File: src/rtl/cap_pkg.sv
package cap_pkg;
  localparam int unsigned ADDR_CTRL = 0;
  localparam int unsigned ADDR_FALL = 1;
  localparam int unsigned ADDR_RISE = 2;

  localparam int unsigned BIT_INV  = 0;
  localparam int unsigned BIT_EN0  = 1;  // falling enable, rising at +1
  localparam int unsigned BIT_FLG0 = 3;  // falling flag, rising at +1
  localparam int unsigned CTRL_USED = 5;

  localparam int unsigned KIND_FALL = 0;
  localparam int unsigned KIND_RISE = 1;
  localparam int unsigned N_KINDS   = 2;
endpackage

File: src/rtl/cap_edge_detect.sv
module cap_edge_detect #(
  parameter int unsigned SYNC_STAGES = 2
) (
  input  logic clk_i,
  input  logic rst_ni,
  input  logic sig_i,
  input  logic invert_i,
  output logic rise_o,
  output logic fall_o
);
  localparam int unsigned MSB = SYNC_STAGES - 1;

  logic [MSB:0] sync_q;
  logic         prev_q;
  logic         cur, up_raw, down_raw;

  generate
    if (SYNC_STAGES == 1) begin : g_single
      always_ff @(posedge clk_i or negedge rst_ni)
        if (!rst_ni) sync_q <= '0;
        else         sync_q <= sig_i;
    end else begin : g_chain
      always_ff @(posedge clk_i or negedge rst_ni)
        if (!rst_ni) sync_q <= '0;
        else         sync_q <= {sync_q[MSB-1:0], sig_i};
    end
  endgenerate

  assign cur = sync_q[MSB];

  // history is kept on the raw level so toggling invert_i makes no edge
  always_ff @(posedge clk_i or negedge rst_ni)
    if (!rst_ni) prev_q <= 1'b0;
    else         prev_q <= cur;

  assign up_raw   = cur & ~prev_q;
  assign down_raw = ~cur & prev_q;

  always_comb begin
    if (invert_i) begin
      rise_o = down_raw;
      fall_o = up_raw;
    end else begin
      rise_o = up_raw;
      fall_o = down_raw;
    end
  end
endmodule

File: src/rtl/cap_counter.sv
module cap_counter #(
  parameter int unsigned CNT_W = 16
) (
  input  logic             clk_i,
  input  logic             rst_ni,
  output logic [CNT_W-1:0] cnt_o
);
  always_ff @(posedge clk_i or negedge rst_ni)
    if (!rst_ni) cnt_o <= '0;
    else         cnt_o <= cnt_o + 1'b1;
endmodule

File: src/rtl/cap_regfile.sv
module cap_regfile
  import cap_pkg::*;
#(
  parameter int unsigned CNT_W  = 16,
  parameter int unsigned DATA_W = 32,
  parameter int unsigned ADDR_W = 2
) (
  input  logic              clk_i,
  input  logic              rst_ni,
  input  logic              we_i,
  input  logic [ADDR_W-1:0] addr_i,
  input  logic [DATA_W-1:0] wdata_i,
  input  logic              rise_i,
  input  logic              fall_i,
  input  logic [CNT_W-1:0]  cnt_i,
  output logic [DATA_W-1:0] rdata_o,
  output logic [2:0]        ctrl_o,
  output logic [1:0]        flag_o,
  output logic [CNT_W-1:0]  fall_cap_o,
  output logic [CNT_W-1:0]  rise_cap_o
);
  localparam int unsigned PAD_CAP  = DATA_W - CNT_W;
  localparam int unsigned PAD_CTRL = DATA_W - CTRL_USED;

  logic              ctrl_wr;
  logic [2:0]        ctrl_q;
  logic [1:0]        evt;
  logic [CNT_W-1:0]  cap_q [N_KINDS];

  assign ctrl_wr = we_i && (addr_i == ADDR_W'(ADDR_CTRL));
  assign evt[KIND_FALL] = fall_i;
  assign evt[KIND_RISE] = rise_i;

  always_ff @(posedge clk_i or negedge rst_ni)
    if (!rst_ni)      ctrl_q <= '0;
    else if (ctrl_wr) ctrl_q <= wdata_i[2:0];

  generate
    for (genvar k = 0; k < N_KINDS; k++) begin : g_kind
      logic hit, clr;
      assign hit = evt[k] & ctrl_q[BIT_EN0 + k];
      assign clr = ctrl_wr & wdata_i[BIT_FLG0 + k];

      always_ff @(posedge clk_i or negedge rst_ni)
        if (!rst_ni)  cap_q[k] <= '0;
        else if (hit) cap_q[k] <= cnt_i;

      // set beats a same-cycle clear
      always_ff @(posedge clk_i or negedge rst_ni)
        if (!rst_ni) flag_o[k] <= 1'b0;
        else         flag_o[k] <= hit | (flag_o[k] & ~clr);
    end
  endgenerate

  assign ctrl_o     = ctrl_q;
  assign fall_cap_o = cap_q[KIND_FALL];
  assign rise_cap_o = cap_q[KIND_RISE];

  always_comb begin
    rdata_o = '0;
    case (addr_i)
      ADDR_W'(ADDR_CTRL): rdata_o = {{PAD_CTRL{1'b0}}, flag_o, ctrl_q};
      ADDR_W'(ADDR_FALL): rdata_o = {{PAD_CAP{1'b0}}, cap_q[KIND_FALL]};
      ADDR_W'(ADDR_RISE): rdata_o = {{PAD_CAP{1'b0}}, cap_q[KIND_RISE]};
      default:            rdata_o = '0;
    endcase
  end
endmodule

File: src/rtl/dual_edge_capture.sv
module dual_edge_capture #(
  parameter int unsigned CNT_W       = 16,
  parameter int unsigned DATA_W      = 32,
  parameter int unsigned ADDR_W      = 2,
  parameter int unsigned SYNC_STAGES = 2
) (
  input  logic              clk_i,
  input  logic              rst_ni,
  input  logic              cap_i,
  input  logic              reg_we_i,
  input  logic [ADDR_W-1:0] reg_addr_i,
  input  logic [DATA_W-1:0] reg_wdata_i,
  output logic [DATA_W-1:0] reg_rdata_o,
  output logic              irq_o
);
  logic [CNT_W-1:0] cnt;
  logic             rise_evt, fall_evt;
  logic [2:0]       ctrl;
  logic [1:0]       flags;
  logic [CNT_W-1:0] fall_cap, rise_cap;

  cap_edge_detect #(.SYNC_STAGES(SYNC_STAGES)) u_edge (
    .clk_i   (clk_i),
    .rst_ni  (rst_ni),
    .sig_i   (cap_i),
    .invert_i(ctrl[cap_pkg::BIT_INV]),
    .rise_o  (rise_evt),
    .fall_o  (fall_evt)
  );

  cap_counter #(.CNT_W(CNT_W)) u_cnt (
    .clk_i (clk_i),
    .rst_ni(rst_ni),
    .cnt_o (cnt)
  );

  cap_regfile #(.CNT_W(CNT_W), .DATA_W(DATA_W), .ADDR_W(ADDR_W)) u_regs (
    .clk_i     (clk_i),
    .rst_ni    (rst_ni),
    .we_i      (reg_we_i),
    .addr_i    (reg_addr_i),
    .wdata_i   (reg_wdata_i),
    .rise_i    (rise_evt),
    .fall_i    (fall_evt),
    .cnt_i     (cnt),
    .rdata_o   (reg_rdata_o),
    .ctrl_o    (ctrl),
    .flag_o    (flags),
    .fall_cap_o(fall_cap),
    .rise_cap_o(rise_cap)
  );

  assign irq_o = |flags;
endmodule

File: config.mk
export PLATFORM = sky130hd
export DESIGN_NAME = dual_edge_capture
export DESIGN_NICKNAME = d
export VERILOG_FILES = /design/src/rtl/cap_pkg.sv /design/src/rtl/cap_edge_detect.sv /design/src/rtl/cap_counter.sv /design/src/rtl/cap_regfile.sv /design/src/rtl/dual_edge_capture.sv
export SDC_FILE = /design/constraint.sdc
export NUM_CORES = 1
export LEC_CHECK = 0
export ABC_AREA = 1
export BUFFER_PORTS_ARGS = -buffer_cell sky130_fd_sc_hd__buf_2
export CAP_MARGIN = 20
export CORE_MARGIN = 10
export CORE_UTILIZATION = 25
export CTS_BUF_LIST = sky130_fd_sc_hd__clkbuf_8
export DETAILED_ROUTE_END_ITERATION = 10
export GPL_ROUTABILITY_DRIVEN = 0
export PLACE_DENSITY_LB_ADDON = 0.25
export SKIP_LAST_GASP = 1
export SYNTH_ARGS = -nofsm -noshare
export SYNTH_HDL_FRONTEND = slang
export SYNTH_SLANG_ARGS = --single-unit
File: constraint.sdc
create_clock -name clk_i -period 1.7 [get_ports clk_i]
set_input_delay 0.34 -clock clk_i [delete_from_list [all_inputs] [get_ports clk_i]]
set_output_delay 0.34 -clock clk_i [all_outputs]
set_load 0.005 [all_outputs]
==> flow_summary.toml <==
[drt]
detail_route.iter0.violations = 161
wl_per_cell_um = 13.24
ant_nets = 0
drt-pass1-iter-count = 4
routed_wirelength_um = 6765
post_drt_via_cell_ratio = 4.342
post-route-drc-count = 0
route.vias.total = 2219

[yosys]
synth_seq_cells = 56
post_synthesis_sequential_area_ratio = 0.5061
synthesized_area_per_cell_um2 = 8.120
synth.cell_area_mm2 = 0.002769
synth_warnings = 0
async_reset_ff_frac = 1.000
post_synth_inst_count = 341
ys_types = 20
synth_edf_count = 0
synth-main-ff-cell = "sky130_fd_sc_hd__dfrtp_1"

[global_routing]
first_pass_grt_wire_length_um = 11320
first_global_vias = 2138
globalRouteOverflowTotal = 0
initial_antenna_violation_count = 0
grt_util_all_layers = 0.08702
maximum_number_of_pins_on_one_net_before_global_route_repair = 57

[cells_and_area]
utilization = 0.2882
n_fill_cell = 1185
mostFrequentLayoutCells = "123 x sky130_fd_sc_hd__nand2_1, 81 x sky130_fd_sc_hd__nand3_1, 56 x sky130_fd_sc_hd__dfrtp_1"
drive_above_1_share = 0.1429
layout.cells.most_common = "sky130_fd_sc_hd__nand2_1"
final_net_count = 409
insertedDiodeCount = 0
syn_to_final_growth_pct = 12.83
final_instance_area_mm2 = 0.003124

[status]
violations = "negative hold slack"
status = "complete, but fails checks"

[floorplanning]
die_ar_mm2 = 0.01569
start_util = 0.2554
rows = 38
design.portCount = 71
die-height_um = 125.2
die_width_um = 125.2
core-area_mm2 = 0.01084

[placement]
final_hpwl_dp_um = 4833
post_dp_cell_area_mm2 = 0.003023
port_buffer_cells = 27

[pwr]
p_leak_nw = 1.663
pwr_density_cell_mw_per_mm2 = 909.5
fin_total_pwr_mw = 2.842
ir_drop_uv = 346.9

[clock_network]
maximum_buffer_depth_of_the_clock_tree = 2
clock_insertion_delay_at_the_later_pin_of_the_skew_report_ns = 0.32
h-tree-depth = 2
cts.hold.buffers_added = 0
clk_transition_reported_paths_ns = 0.10
cts_tree = "done"
cts_num_sinks = 56
cts.root.buffer_cell = "sky130_fd_sc_hd__clkbuf_8"
cts_buffers = 5

[sta]
min_period_over_period = 0.9086
fin_crit_ns = 1.545
totalNegativeSetupSlack_ns = 0
grt_setup_unrepaired = "false"
holdWs_ns = -0.0005069
max_freq_mhz = 647.4
setup_viol = 0
hold_viol = 2
slew_viol_final = 0
final.setup_skew_ns = 0.009575

[critical_path]
timing.critical_path.slowest_cell_delay_ns = 0.31
critical_path_class = "primary input to output pin"
crit_arrival_ns = 1.20
timing.critical_path.cells = "buf_2, clkinvlp_4, nand3_1, nand3_1, buf_2"
crit_path_top_delay_cell = "sky130_fd_sc_hd__clkinvlp_4"
worst_path_max_fanout = 16
crit_path_start_kind = "primary input"
cp.required_ns = 1.36
worstSetupEndpointType = "output pin"

[job]
max_cap_viol_count = 0

[worst_hold_path]
min_path_type = "primary input to async pin"
-- cell usage after synthesis (3+ instances only) --
master	count	area [µm²]
sky130_fd_sc_hd__o21ai_0	3	15.01
sky130_fd_sc_hd__dfrtp_1	56	1401
sky130_fd_sc_hd__nand3_1	81	405.4
sky130_fd_sc_hd__clkbuf_1	3	11.26
sky130_fd_sc_hd__nand4_1	3	18.77
sky130_fd_sc_hd__inv_1	13	48.80
sky130_fd_sc_hd__nor2_1	15	56.30
sky130_fd_sc_hd__buf_4	19	142.6
sky130_fd_sc_hd__nand2_1	123	461.7
sky130_fd_sc_hd__xnor2_1	4	35.03
sky130_fd_sc_hd__buf_2	7	35.03
sky130_fd_sc_hd__xor2_1	3	26.28
-- cells by family after synthesis --
group	after synthesis	synth area share
compound gates	5	0.01717
other cells	1	0.001354
xor+xnor	7	0.02214
fa+ha+maj	1	0.004518
buf+inv	45	0.09534
flops	56	0.5061
simple gates	226	0.3534
-- flip-flops by register name, indices dropped and copies added, names as in the netlist --
name and flops:
u_regs.rise_cap_o 16, u_cnt.cnt_o 16, u_edge.sync_q 2, u_regs.flag_o 2, u_regs.ctrl_o 3, u_regs.fall_cap_o 16
u_edge.prev_q 1
-- layout make-up --
cell class	count	area, µm²	area share
timing repair buffer	39	237.7	0.07609
multi-input combinational	255	1160	0.3712
clock inverter	2	15.01	0.004806
inverter	13	52.55	0.01682
clock buffer	6	82.58	0.02643
sequential	56	1401	0.4485
tap	140	175.2	0.05607
-- what timing repair did --
action                                  CTS  global route
setup buffers                             0             0
endpoints found under the setup margin    0             6
hold endpoints to repair                  0             0
gates resized for setup                   0             1
-- routing by layer --
layer / share of wire / global-route usage / up-vias
met2: 0.48 / 0.1429 / 42
met5: 0 / 0 / -
met4: 0.015 / 0.03049 / 0
met3: 0.040 / 0.02155 / 6
met1: 0.46 / 0.1086 / 1048
li1: - / - / 1123
-- power breakdown --
part	total (mW)	internal (mW)	switching (mW)
Clock	0.784	0.331	0.453
Combinational	0.473	0.176	0.297
Sequential	1.59	1.48	0.102
-- critical path: cells and delay by family --
family	cells	cell delay [ns]
buffers and inverters	3	0.59
AND/OR/NAND/NOR	2	0.27
-- path summary, 6_finish.rpt --
kind | start | endpoint | slack, ns | depth (start not counted)
min | rst_ni | u_edge.sync_q[0]$_DFF_PN0_ | -0.0005 | 2
min reg2reg | u_edge.sync_q[0]$_DFF_PN0_ | u_edge.sync_q[1]$_DFF_PN0_ | 0.36 | 0
min in group clk_i | cap_i | u_edge.sync_q[0]$_DFF_PN0_ | 0.12 | 1
max in group asynchronous | rst_ni | u_regs.rise_cap_o[8]$_DFFE_PN0P_ | 1.44 | 2
max | reg_addr_i[0] | reg_rdata_o[3] | 0.16 | 5
max reg2reg | u_cnt.cnt_o[0]$_DFF_PN0_ | u_cnt.cnt_o[14]$_DFF_PN0_ | 0.32 | 6
-- metrics by stage --
stage | instances | worst slack, ns
3_5_place_dp | 503 | 0.04475
3_3_place_gp | 503 | 0.04469
5_1_grt | 511 | 0.02593
2_1_floorplan | 356 | 0.3911
4_1_cts | 511 | 0.03783
6_report | 511 | 0.1554
No activity file was read; power rests on OpenSTA's default activity.
